===== src/rtl/mcu_bus_pkg.sv =====
package mcu_bus_pkg;

   localparam int unsigned IDX_W = 16;

   // inclusive window test on a cycle index
   function automatic logic win_hit(input logic [IDX_W-1:0] idx,
                                    input logic [IDX_W-1:0] lo,
                                    input logic [IDX_W-1:0] hi);
      return (idx >= lo) && (idx <= hi);
   endfunction

endpackage


===== src/rtl/mcu_bus_seq.sv =====
module mcu_bus_seq #(
   parameter int unsigned CNT_W  = 4,
   parameter int unsigned DATA_W = 16
) (
   input  logic              clk,
   input  logic              rst_n,
   input  logic              req_valid,
   output logic              req_ready,
   input  logic              req_is_data,
   input  logic [DATA_W-1:0] req_word,
   input  logic [CNT_W-1:0]  cfg_total,
   input  logic [CNT_W-1:0]  cfg_cs_first,
   input  logic [CNT_W-1:0]  cfg_cs_last,
   input  logic [CNT_W-1:0]  cfg_wr_first,
   input  logic [CNT_W-1:0]  cfg_wr_last,
   input  logic              cfg_hold,
   output logic              nxt_busy,
   output logic [CNT_W-1:0]  nxt_idx,
   output logic [CNT_W-1:0]  nxt_cs_first,
   output logic [CNT_W-1:0]  nxt_cs_last,
   output logic [CNT_W-1:0]  nxt_wr_first,
   output logic [CNT_W-1:0]  nxt_wr_last,
   output logic              nxt_hold,
   output logic              bus_dc,
   output logic [DATA_W-1:0] bus_data
);
   localparam logic [CNT_W-1:0] ONE = CNT_W'(1);

   logic             busy_q;
   logic [CNT_W-1:0] idx_q, tot_q, csf_q, csl_q, wrf_q, wrl_q;
   logic             hold_q;
   logic [CNT_W-1:0] nxt_tot;
   logic             last, accept;

   assign last      = busy_q && (idx_q == tot_q - ONE);
   assign req_ready = !busy_q || last;
   assign accept    = req_valid && req_ready;

   always_comb begin
      nxt_busy     = busy_q;
      nxt_idx      = idx_q;
      nxt_tot      = tot_q;
      nxt_cs_first = csf_q;
      nxt_cs_last  = csl_q;
      nxt_wr_first = wrf_q;
      nxt_wr_last  = wrl_q;
      nxt_hold     = hold_q;
      if (accept) begin
         nxt_busy     = 1'b1;
         nxt_idx      = '0;
         nxt_tot      = cfg_total;
         nxt_cs_first = cfg_cs_first;
         nxt_cs_last  = cfg_cs_last;
         nxt_wr_first = cfg_wr_first;
         nxt_wr_last  = cfg_wr_last;
         nxt_hold     = cfg_hold;
      end else if (last) begin
         nxt_busy = 1'b0;
      end else if (busy_q) begin
         nxt_idx = idx_q + ONE;
      end
   end

   always_ff @(posedge clk or negedge rst_n) begin
      if (!rst_n) begin
         busy_q <= 1'b0;
         idx_q  <= '0;
         tot_q  <= '0;
         csf_q  <= '0;
         csl_q  <= '0;
         wrf_q  <= '0;
         wrl_q  <= '0;
         hold_q <= 1'b0;
      end else begin
         busy_q <= nxt_busy;
         idx_q  <= nxt_idx;
         tot_q  <= nxt_tot;
         csf_q  <= nxt_cs_first;
         csl_q  <= nxt_cs_last;
         wrf_q  <= nxt_wr_first;
         wrl_q  <= nxt_wr_last;
         hold_q <= nxt_hold;
      end
   end

   always_ff @(posedge clk or negedge rst_n) begin
      if (!rst_n) begin
         bus_dc   <= 1'b0;
         bus_data <= '0;
      end else if (accept) begin
         bus_dc   <= req_is_data;
         bus_data <= req_word;
      end
   end

   // bus contents follow an acceptance and only an acceptance
   a_r5_word_latched: assert property (@(posedge clk) disable iff (!rst_n)
      (req_valid && req_ready) |=> (bus_data == $past(req_word)) && (bus_dc == $past(req_is_data)));
   a_r5_no_stray_change: assert property (@(posedge clk) disable iff (!rst_n)
      !(req_valid && req_ready) |=> $stable(bus_data) && $stable(bus_dc));
   // the cycle after an acceptance is never the final one
   a_r2_busy_after_accept: assert property (@(posedge clk) disable iff (!rst_n)
      (req_valid && req_ready) |=> !req_ready);

endmodule


===== src/rtl/mcu_bus_strobe.sv =====
module mcu_bus_strobe #(
   parameter int unsigned CNT_W      = 4,
   parameter bit          ACTIVE_LOW = 1'b1
) (
   input  logic             clk,
   input  logic             rst_n,
   input  logic             nxt_busy,
   input  logic [CNT_W-1:0] nxt_idx,
   input  logic [CNT_W-1:0] win_lo,
   input  logic [CNT_W-1:0] win_hi,
   input  logic             force_on,
   output logic             pin
);
   import mcu_bus_pkg::*;

   logic on_d;
   assign on_d = nxt_busy && (force_on ||
                 win_hit(IDX_W'(nxt_idx), IDX_W'(win_lo), IDX_W'(win_hi)));

   generate
      if (ACTIVE_LOW) begin : g_low
         always_ff @(posedge clk or negedge rst_n) begin
            if (!rst_n) pin <= 1'b1;
            else        pin <= !on_d;
         end
      end else begin : g_high
         always_ff @(posedge clk or negedge rst_n) begin
            if (!rst_n) pin <= 1'b0;
            else        pin <= on_d;
         end
      end
   endgenerate

endmodule


===== src/rtl/mcu_bus_writer.sv =====
module mcu_bus_writer #(
   parameter int unsigned CNT_W  = 4,
   parameter int unsigned DATA_W = 16
) (
   input  logic              clk,
   input  logic              rst_n,
   input  logic              req_valid,
   output logic              req_ready,
   input  logic              req_is_data,
   input  logic [DATA_W-1:0] req_word,
   input  logic [CNT_W-1:0]  cfg_total,
   input  logic [CNT_W-1:0]  cfg_cs_first,
   input  logic [CNT_W-1:0]  cfg_cs_last,
   input  logic [CNT_W-1:0]  cfg_wr_first,
   input  logic [CNT_W-1:0]  cfg_wr_last,
   input  logic              cfg_hold,
   output logic              bus_cs_n,
   output logic              bus_wr_n,
   output logic              bus_dc,
   output logic [DATA_W-1:0] bus_data
);
   generate
      if (CNT_W < 2 || CNT_W > mcu_bus_pkg::IDX_W) begin : g_bad_cnt
         $error("CNT_W must lie between 2 and 16");
      end
      if (DATA_W == 0 || (DATA_W % 8) != 0) begin : g_bad_data
         $error("DATA_W must be a non-zero multiple of 8");
      end
   endgenerate

   logic             nxt_busy, nxt_hold;
   logic [CNT_W-1:0] nxt_idx, nxt_csf, nxt_csl, nxt_wrf, nxt_wrl;

   mcu_bus_seq #(.CNT_W(CNT_W), .DATA_W(DATA_W)) u_seq (
      .clk(clk), .rst_n(rst_n),
      .req_valid(req_valid), .req_ready(req_ready),
      .req_is_data(req_is_data), .req_word(req_word),
      .cfg_total(cfg_total), .cfg_cs_first(cfg_cs_first), .cfg_cs_last(cfg_cs_last),
      .cfg_wr_first(cfg_wr_first), .cfg_wr_last(cfg_wr_last), .cfg_hold(cfg_hold),
      .nxt_busy(nxt_busy), .nxt_idx(nxt_idx),
      .nxt_cs_first(nxt_csf), .nxt_cs_last(nxt_csl),
      .nxt_wr_first(nxt_wrf), .nxt_wr_last(nxt_wrl), .nxt_hold(nxt_hold),
      .bus_dc(bus_dc), .bus_data(bus_data)
   );

   mcu_bus_strobe #(.CNT_W(CNT_W), .ACTIVE_LOW(1'b1)) u_cs (
      .clk(clk), .rst_n(rst_n), .nxt_busy(nxt_busy), .nxt_idx(nxt_idx),
      .win_lo(nxt_csf), .win_hi(nxt_csl), .force_on(nxt_hold), .pin(bus_cs_n)
   );

   mcu_bus_strobe #(.CNT_W(CNT_W), .ACTIVE_LOW(1'b1)) u_wr (
      .clk(clk), .rst_n(rst_n), .nxt_busy(nxt_busy), .nxt_idx(nxt_idx),
      .win_lo(nxt_wrf), .win_hi(nxt_wrl), .force_on(1'b0), .pin(bus_wr_n)
   );

   // write strobe only inside chip-select
   a_r4_wr_in_cs: assert property (@(posedge clk) disable iff (!rst_n)
      !bus_wr_n |-> !bus_cs_n);
   // a ready cycle with no request leaves the bus idle
   a_r9_idle_high: assert property (@(posedge clk) disable iff (!rst_n)
      (req_ready && !req_valid) |=> (bus_cs_n && bus_wr_n));

endmodule


===== config.mk =====
export PLATFORM = sky130hd
export DESIGN_NAME = mcu_bus_writer
export DESIGN_NICKNAME = d
export VERILOG_FILES = /design/src/rtl/mcu_bus_pkg.sv /design/src/rtl/mcu_bus_seq.sv /design/src/rtl/mcu_bus_strobe.sv /design/src/rtl/mcu_bus_writer.sv
export SDC_FILE = /design/constraint.sdc
export NUM_CORES = 1
export LEC_CHECK = 0
export BUFFER_PORTS_ARGS = -buffer_cell sky130_fd_sc_hd__buf_2
export CORE_UTILIZATION = 56
export CTS_CLUSTER_SIZE = 16
export DETAILED_ROUTE_END_ITERATION = 8
export PLACE_DENSITY = 0.91
export SETUP_SLACK_MARGIN = 0.5
export SYNTH_ARGS = -nofsm -noshare
export SYNTH_HDL_FRONTEND = slang
export SYNTH_SLANG_ARGS = --single-unit

===== constraint.sdc =====
create_clock -name clk -period 4.35 [get_ports clk]
set_input_delay 0.87 -clock clk [delete_from_list [all_inputs] [get_ports clk]]
set_output_delay 0.87 -clock clk [all_outputs]
set_load 0.05 [all_outputs]

==> reports/summary.txt, run 1 <==
status: finished clean
unrepaired setup endpoints after global routing: false
final WL: 4390 um
register area share after synthesis: 49.3%
first-pass GRT wire length: 7220 um
count of buffers from port buffering: 60
EDFF count, synth: 0
initial antenna violation count: 0
TritonRoute pass-1 iters: 4
max-cap viol count: 0
Synth Warn #: 0
Filler cells: 266
Post-DRT Antenna Nets: 0
CTS buffer count: 5
Chip Width: 65.9 um
Post-Synthesis Cell Area: 2290 um^2
prevailing post-synth register cell: dfrtp_1
worst min-delay path category: reg2reg
synth top area cells: dfrtp_1 47%, mux2_1 19%, ha_1 9.8%
crit path launch type: register
cells along the critical path: inv_1 > ha_1 > xnor2_1 > xnor2_1 > o41ai_4 > buf_4 > buf_4 > o21ai_0 > ha_1 > nor2b_1 > o211ai_1 > a211o_1 > o311ai_0 > o2bb2ai_1
largest net degree at the start of global routing: 46
total gr overflow: 0
Final min period: 3490 ps
CP top delay family: compound AO/OA/AOI/OAI gates
Worst path slowest cell: o21ai_0
WL per Instance: 15.5 um
Clk Tree Root Cell: clkbuf_8
clock tree buffer depth: 2
full die area: 4340 um^2
worst-path maximum fanout: 8
Post-Syn Area per Cell: 13.5 um^2
Cell variety after synth: 30
Yosys top cell area share: 47.0%
number of antenna diodes: 0
Fmax: 287 MHz
Final Hold Fails: 0
area grow syn2layout: 21.0%
synthesized flop and latch total: 45
asr flop ratio synth: 100%
arrival time worst endpoint: 3720 ps
max incr delay on CP: 710 ps
Yosys top cell by area: dfrtp_1
Final Util: 72.8%
routability congestion estimate: 0.759
CTS Sinks: 45
setup TNS: 0 ps
Core Footprint: 3800 um^2
CP required: 4580 ps
# H-tree levels: 2
Gate Count Post-Synth: 169
Site Rows: 22
DRC viols: 0
Clk Latency, worst-skew pair: 300 ps
Die H: 65.9 um
share of cells above drive strength 1: 33.2%
Net Count, Synth: 228
drt first-iter violations: 74
Fin Hold WS: 487 ps
max_slew headroom: 35.8%
vias in the first global route: 1570
# nets final: 293
worst slew pin tran: 963 ps
Post-Layout Inst Area: 2770 um^2
hold-fix buffers at CTS: 0
Vias: 1550
IO Count: 61
clock-pin slew on the worst setup and hold paths: 80 ps
Post-DP Area: 2630 um^2
type of the worst setup path: reg2reg
Final setup viols: 0
average via count per standard cell: 5.48
skew final: 9.35 ps
Final period util: 80.2%
fin. max-slew vios: 0
CTS tree: done
dpl hpwl: 3210 um
Buf/Inv on CP: 3
Total Routing Usage GR: 23.0%
Critical Path End Type: register
Starting Density: 60.2%
routing by layer:
metal / global-route usage [%] / vias up / share of wire [%] / wire length, um
met4: 10.3 / 0 / 2.1 / 94
li1: - / 746 / - / -
met3: 6.03 / 7 / 3.6 / 157
met1: 28.9 / 764 / 44 / 1920
met5: 0 / - / 0 / 0
met2: 36.9 / 33 / 51 / 2220
cells in the mapped netlist, types with 2 or more instances:
cell / n
a21o_1: 2
a21oi_1: 5
and4_1: 2
buf_2: 6
dfrtp_1: 43
dfstp_2: 2
ha_1: 18
inv_1: 5
mux2_1: 38
mux2i_1: 14
nand2_1: 2
nand2b_1: 3
nor2b_1: 3
o21ai_0: 4
o221ai_1: 2
xnor2_1: 6
final cells by class:
cell class                      count  area [um^2]  area share, %
Sequential cell                    45         1130           40.8
Multi-Input combinational cell    113         1120           40.4
Timing Repair Buffer               64          330           11.9
Clock buffer                        6         72.6           2.62
Tap cell                           48         60.1           2.17
Clock inverter                      2         38.8           1.40
Inverter                            5         18.8          0.678
what timing repair did:
item                                    in CTS  in global routing
pin swaps                                    0                  1
gates resized for setup                      1                  0
buffers inserted                             0                  3
endpoints found under the setup margin       2                  2
kinds of logic (layout without fill, tap and decap cells):
kind of cell	after synthesis	count (layout)	synth area share, %
and+or+nand+nor	17	17	4.54
buffers and inverters	11	77	2.13
xor gates and xnor gates	6	6	2.30
AOI/OAI and AO/OA	19	19	6.51
adders and majority gates	18	18	9.85
muxes	53	53	25.3
DFF	45	45	49.3
cell usage in the layout, fill, tap and decap left out, types with 2 or more instances in the layout:
cell and n:
buf_2 60, dfrtp_1 43, mux2_1 38, ha_1 18, mux2i_1 14, xnor2_1 6, inv_1 5, a21oi_1 5
clkbuf_8 5, o21ai_0 4, buf_4 4, nand2b_1 3, nor2b_1 3, a21o_1 2, o221ai_1 2, and4_1 2
dfstp_2 2
flip-flops by register name, indices dropped and copies added, names as in the netlist, 4 cells and up:
name,count
u_seq.bus_data,16
u_seq.csf_q,4
u_seq.csl_q,4
u_seq.idx_q,4
u_seq.tot_q,4
u_seq.wrf_q,4
u_seq.wrl_q,4
per-stage QoR:
stage	cells	worst slack, ps
final	283	861
after global routing	283	620
after CTS	280	639
after detailed placement	272	502
after global placement	272	645
after floorplan	169	1320
final timing paths:
path,endpoint,from,cells past startpoint,slack [ps]
setup / recovery,u_cs.pin$_DFF_PN1_,u_seq.tot_q[0]$_DFFE_PN0N_,14,860
hold / removal,u_seq.bus_data[3]$_DFFE_PN0N_,u_seq.bus_data[3]$_DFFE_PN0N_,1,490
setup reg to reg,u_cs.pin$_DFF_PN1_,u_seq.tot_q[0]$_DFFE_PN0N_,14,860
hold reg to reg,u_seq.bus_data[3]$_DFFE_PN0N_,u_seq.bus_data[3]$_DFFE_PN0N_,1,490
max in group asynchronous,u_seq.idx_q[2]$_DFF_PN0_,rst_n,1,3040
min in group asynchronous,u_seq.wrf_q[3]$_DFF_PN0_,rst_n,1,720
Power of run 1 is left out: the tool's default activity adds up to more than one toggle a clock period on the data nets, which glitch-free logic cannot reach.
==> run 2: changes to the inputs <==
--- a/config.mk
+++ b/config.mk
@@ -6,10 +6,10 @@
 export NUM_CORES = 1
 export LEC_CHECK = 0
 export BUFFER_PORTS_ARGS = -buffer_cell sky130_fd_sc_hd__buf_2
-export CORE_UTILIZATION = 56
+export CORE_UTILIZATION = 52
 export CTS_CLUSTER_SIZE = 16
 export DETAILED_ROUTE_END_ITERATION = 8
-export PLACE_DENSITY = 0.91
+export PLACE_DENSITY = 0.86
 export SETUP_SLACK_MARGIN = 0.5
 export SYNTH_ARGS = -nofsm -noshare
 export SYNTH_HDL_FRONTEND = slang
==> constraint.sdc (replaced) <==
create_clock -name clk -period 3.6 [get_ports clk]
set_input_delay 0.72 -clock clk [delete_from_list [all_inputs] [get_ports clk]]
set_output_delay 0.72 -clock clk [all_outputs]
set_load 0.05 [all_outputs]
==> run 2 against run 1 <==
Cell count up 5.3%. Clock skew down 5.9 ps. Largest cell class is now multi-input combinational cells. Via count up 3.7%. Register-to-register slack worse by 240 ps. Highest routed layer unchanged. Critical endpoint unchanged.
==> reports/summary.txt, run 2 (synthesized netlist as in run 1, its figures left out) <==
status: finished clean
Die H: 68.3 um
vias in the first global route: 1553
Worst path slowest cell: dfrtp_1
initial antenna violation count: 0
Core Footprint: 4120 um^2
share of cells above drive strength 1: 40.7%
average via count per standard cell: 5.39
CTS tree: done
TritonRoute pass-1 iters: 5
IO Count: 61
arrival time worst endpoint: 3210 ps
CP required: 3830 ps
Clk Tree Root Cell: clkbuf_8
total gr overflow: 0
max-cap viol count: 0
Worst Hold Launch: u_seq.bus_data[13]$_DFFE_PN0N_
Site Rows: 23
Reg2Reg Depth: 11
clock-pin slew on the worst setup and hold paths: 80 ps
FF-to-FF Start: u_seq.idx_q[3]$_DFF_PN0_
max incr delay on CP: 430 ps
Chip Width: 68.3 um
Post-DRT Antenna Nets: 0
crit path launch: u_seq.idx_q[3]$_DFF_PN0_
# nets final: 306
area grow syn2layout: 29.6%
clock tree buffer depth: 2
fin. max-slew vios: 0
worst slew pin tran: 980 ps
WL per Instance: 15.1 um
Final Hold Fails: 0
worst-path maximum fanout: 6
DRC viols: 0
# H-tree levels: 2
final WL: 4490 um
Filler cells: 280
drt first-iter violations: 55
unrepaired setup endpoints after global routing: false
type of the worst setup path: reg2reg
first-pass GRT wire length: 6820 um
number of antenna diodes: 0
setup TNS: 0 ps
Multi-input gate area: 1180 um^2
most frequent cells in the layout: 60 x buf_2, 43 x dfrtp_1, 36 x mux2_1, 18 x ha_1
register area: 1130 um^2
CTS buffer count: 5
Final period util: 82.7%
worst min-delay path category: reg2reg
CTS Sinks: 45
max_slew headroom: 34.6%
cells along the critical path: xnor2_1 > xnor2_2 > o41ai_4 > buf_6 > mux2i_1 > a21o_1 > ha_1 > and4_1 > a211o_1 > o311ai_2 > o2bb2ai_1
Starting Density: 55.6%
skew final: 3.42 ps
dpl hpwl: 2980 um
CP top delay family: compound AO/OA/AOI/OAI gates
commonest non-fill, non-tap cell in the layout: buf_2
Vias: 1607
full die area: 4670 um^2
max FFs per register: 16
largest net degree at the start of global routing: 46
Clk Latency, worst-skew pair: 300 ps
Total Routing Usage GR: 20.6%
Buf/Inv on CP: 1
Fin Hold WS: 486 ps
hold path cells: 1
routability congestion estimate: 0.726
Fmax: 336 MHz
count of buffers from port buffering: 60
Final min period: 2980 ps
crit path launch type: register
Critical Path End Type: register
Final setup viols: 0
Reg with most FFs: u_seq.bus_data
cell depth of the worst setup path: 11
## run 2: cell types whose count changed in the layout (fill, tap and decap cells not counted), sizes merged
cell,delta
clkbuf,+2
buf,+12
bufinv,-1
## run 2: layer usage
| layer | track usage, % | wire length (um) | part of all wire (%) |
|---|---|---|---|
| met5 | 0 | 0 | 0 |
| met4 | 8.59 | 75 | 1.7 |
| met3 | 6.00 | 213 | 4.7 |
| met2 | 36.3 | 2230 | 50 |
| met1 | 23.0 | 1980 | 44 |
## run 2: layout make-up
| class | count | share of cell area [%] |
|---|---|---|
| Multi-Input combinational cell | 113 | 39.9 |
| Timing Repair Buffer | 77 | 15.8 |
| Sequential cell | 45 | 38.1 |
| Clock buffer | 7 | 3.25 |
| Tap cell | 50 | 2.11 |
| Clock inverter | 1 | 0.169 |
| Inverter | 5 | 0.633 |
## run 2: metrics by stage
| stage | instances | util (%) | instance area [um^2] | setup WS, ps |
|---|---|---|---|---|
| 2_1_floorplan | 169 | - | 2290 | 567 |
| 3_3_place_gp | 277 | 64.5 | 2650 | 453 |
| 3_5_place_dp | 277 | 64.5 | 2650 | 303 |
| 4_1_cts | 289 | 68.3 | 2810 | 506 |
| 5_1_grt | 298 | 72.0 | 2960 | 483 |
| 6_report | 298 | 72.0 | 2960 | 621 |
## run 2: path summary, 6_finish.rpt
kind,endpoint,slack [ps]
max in group asynchronous,u_seq.csl_q[3]$_DFF_PN0_,2420
max reg2reg,u_cs.pin$_DFF_PN1_,620
min in group asynchronous,u_seq.bus_data[5]$_DFFE_PN0N_,580
min,u_seq.bus_data[13]$_DFFE_PN0N_,490
min reg2reg,u_seq.bus_data[13]$_DFFE_PN0N_,490
max,u_cs.pin$_DFF_PN1_,620
## run 2: worst reg2reg max path, stage by stage, from the launching register on
cell and delay [ps]:
dfrtp_1 430, xnor2_1 290, xnor2_2 140, o41ai_4 400, buf_6 180, mux2i_1 170
a21o_1 270, ha_1 290, and4_1 220, a211o_1 280, o311ai_2 80, o2bb2ai_1 140
## run 2: timing repair
item                       in CTS  in global routing
setup buffers                   4                  8
gates cloned                    0                  1
hold buffers                    0                  0
pin swaps                       2                  4
setup endpoints to repair       2                  2
gates resized for setup         7                 13
Power of run 2 is left out for the same reason.
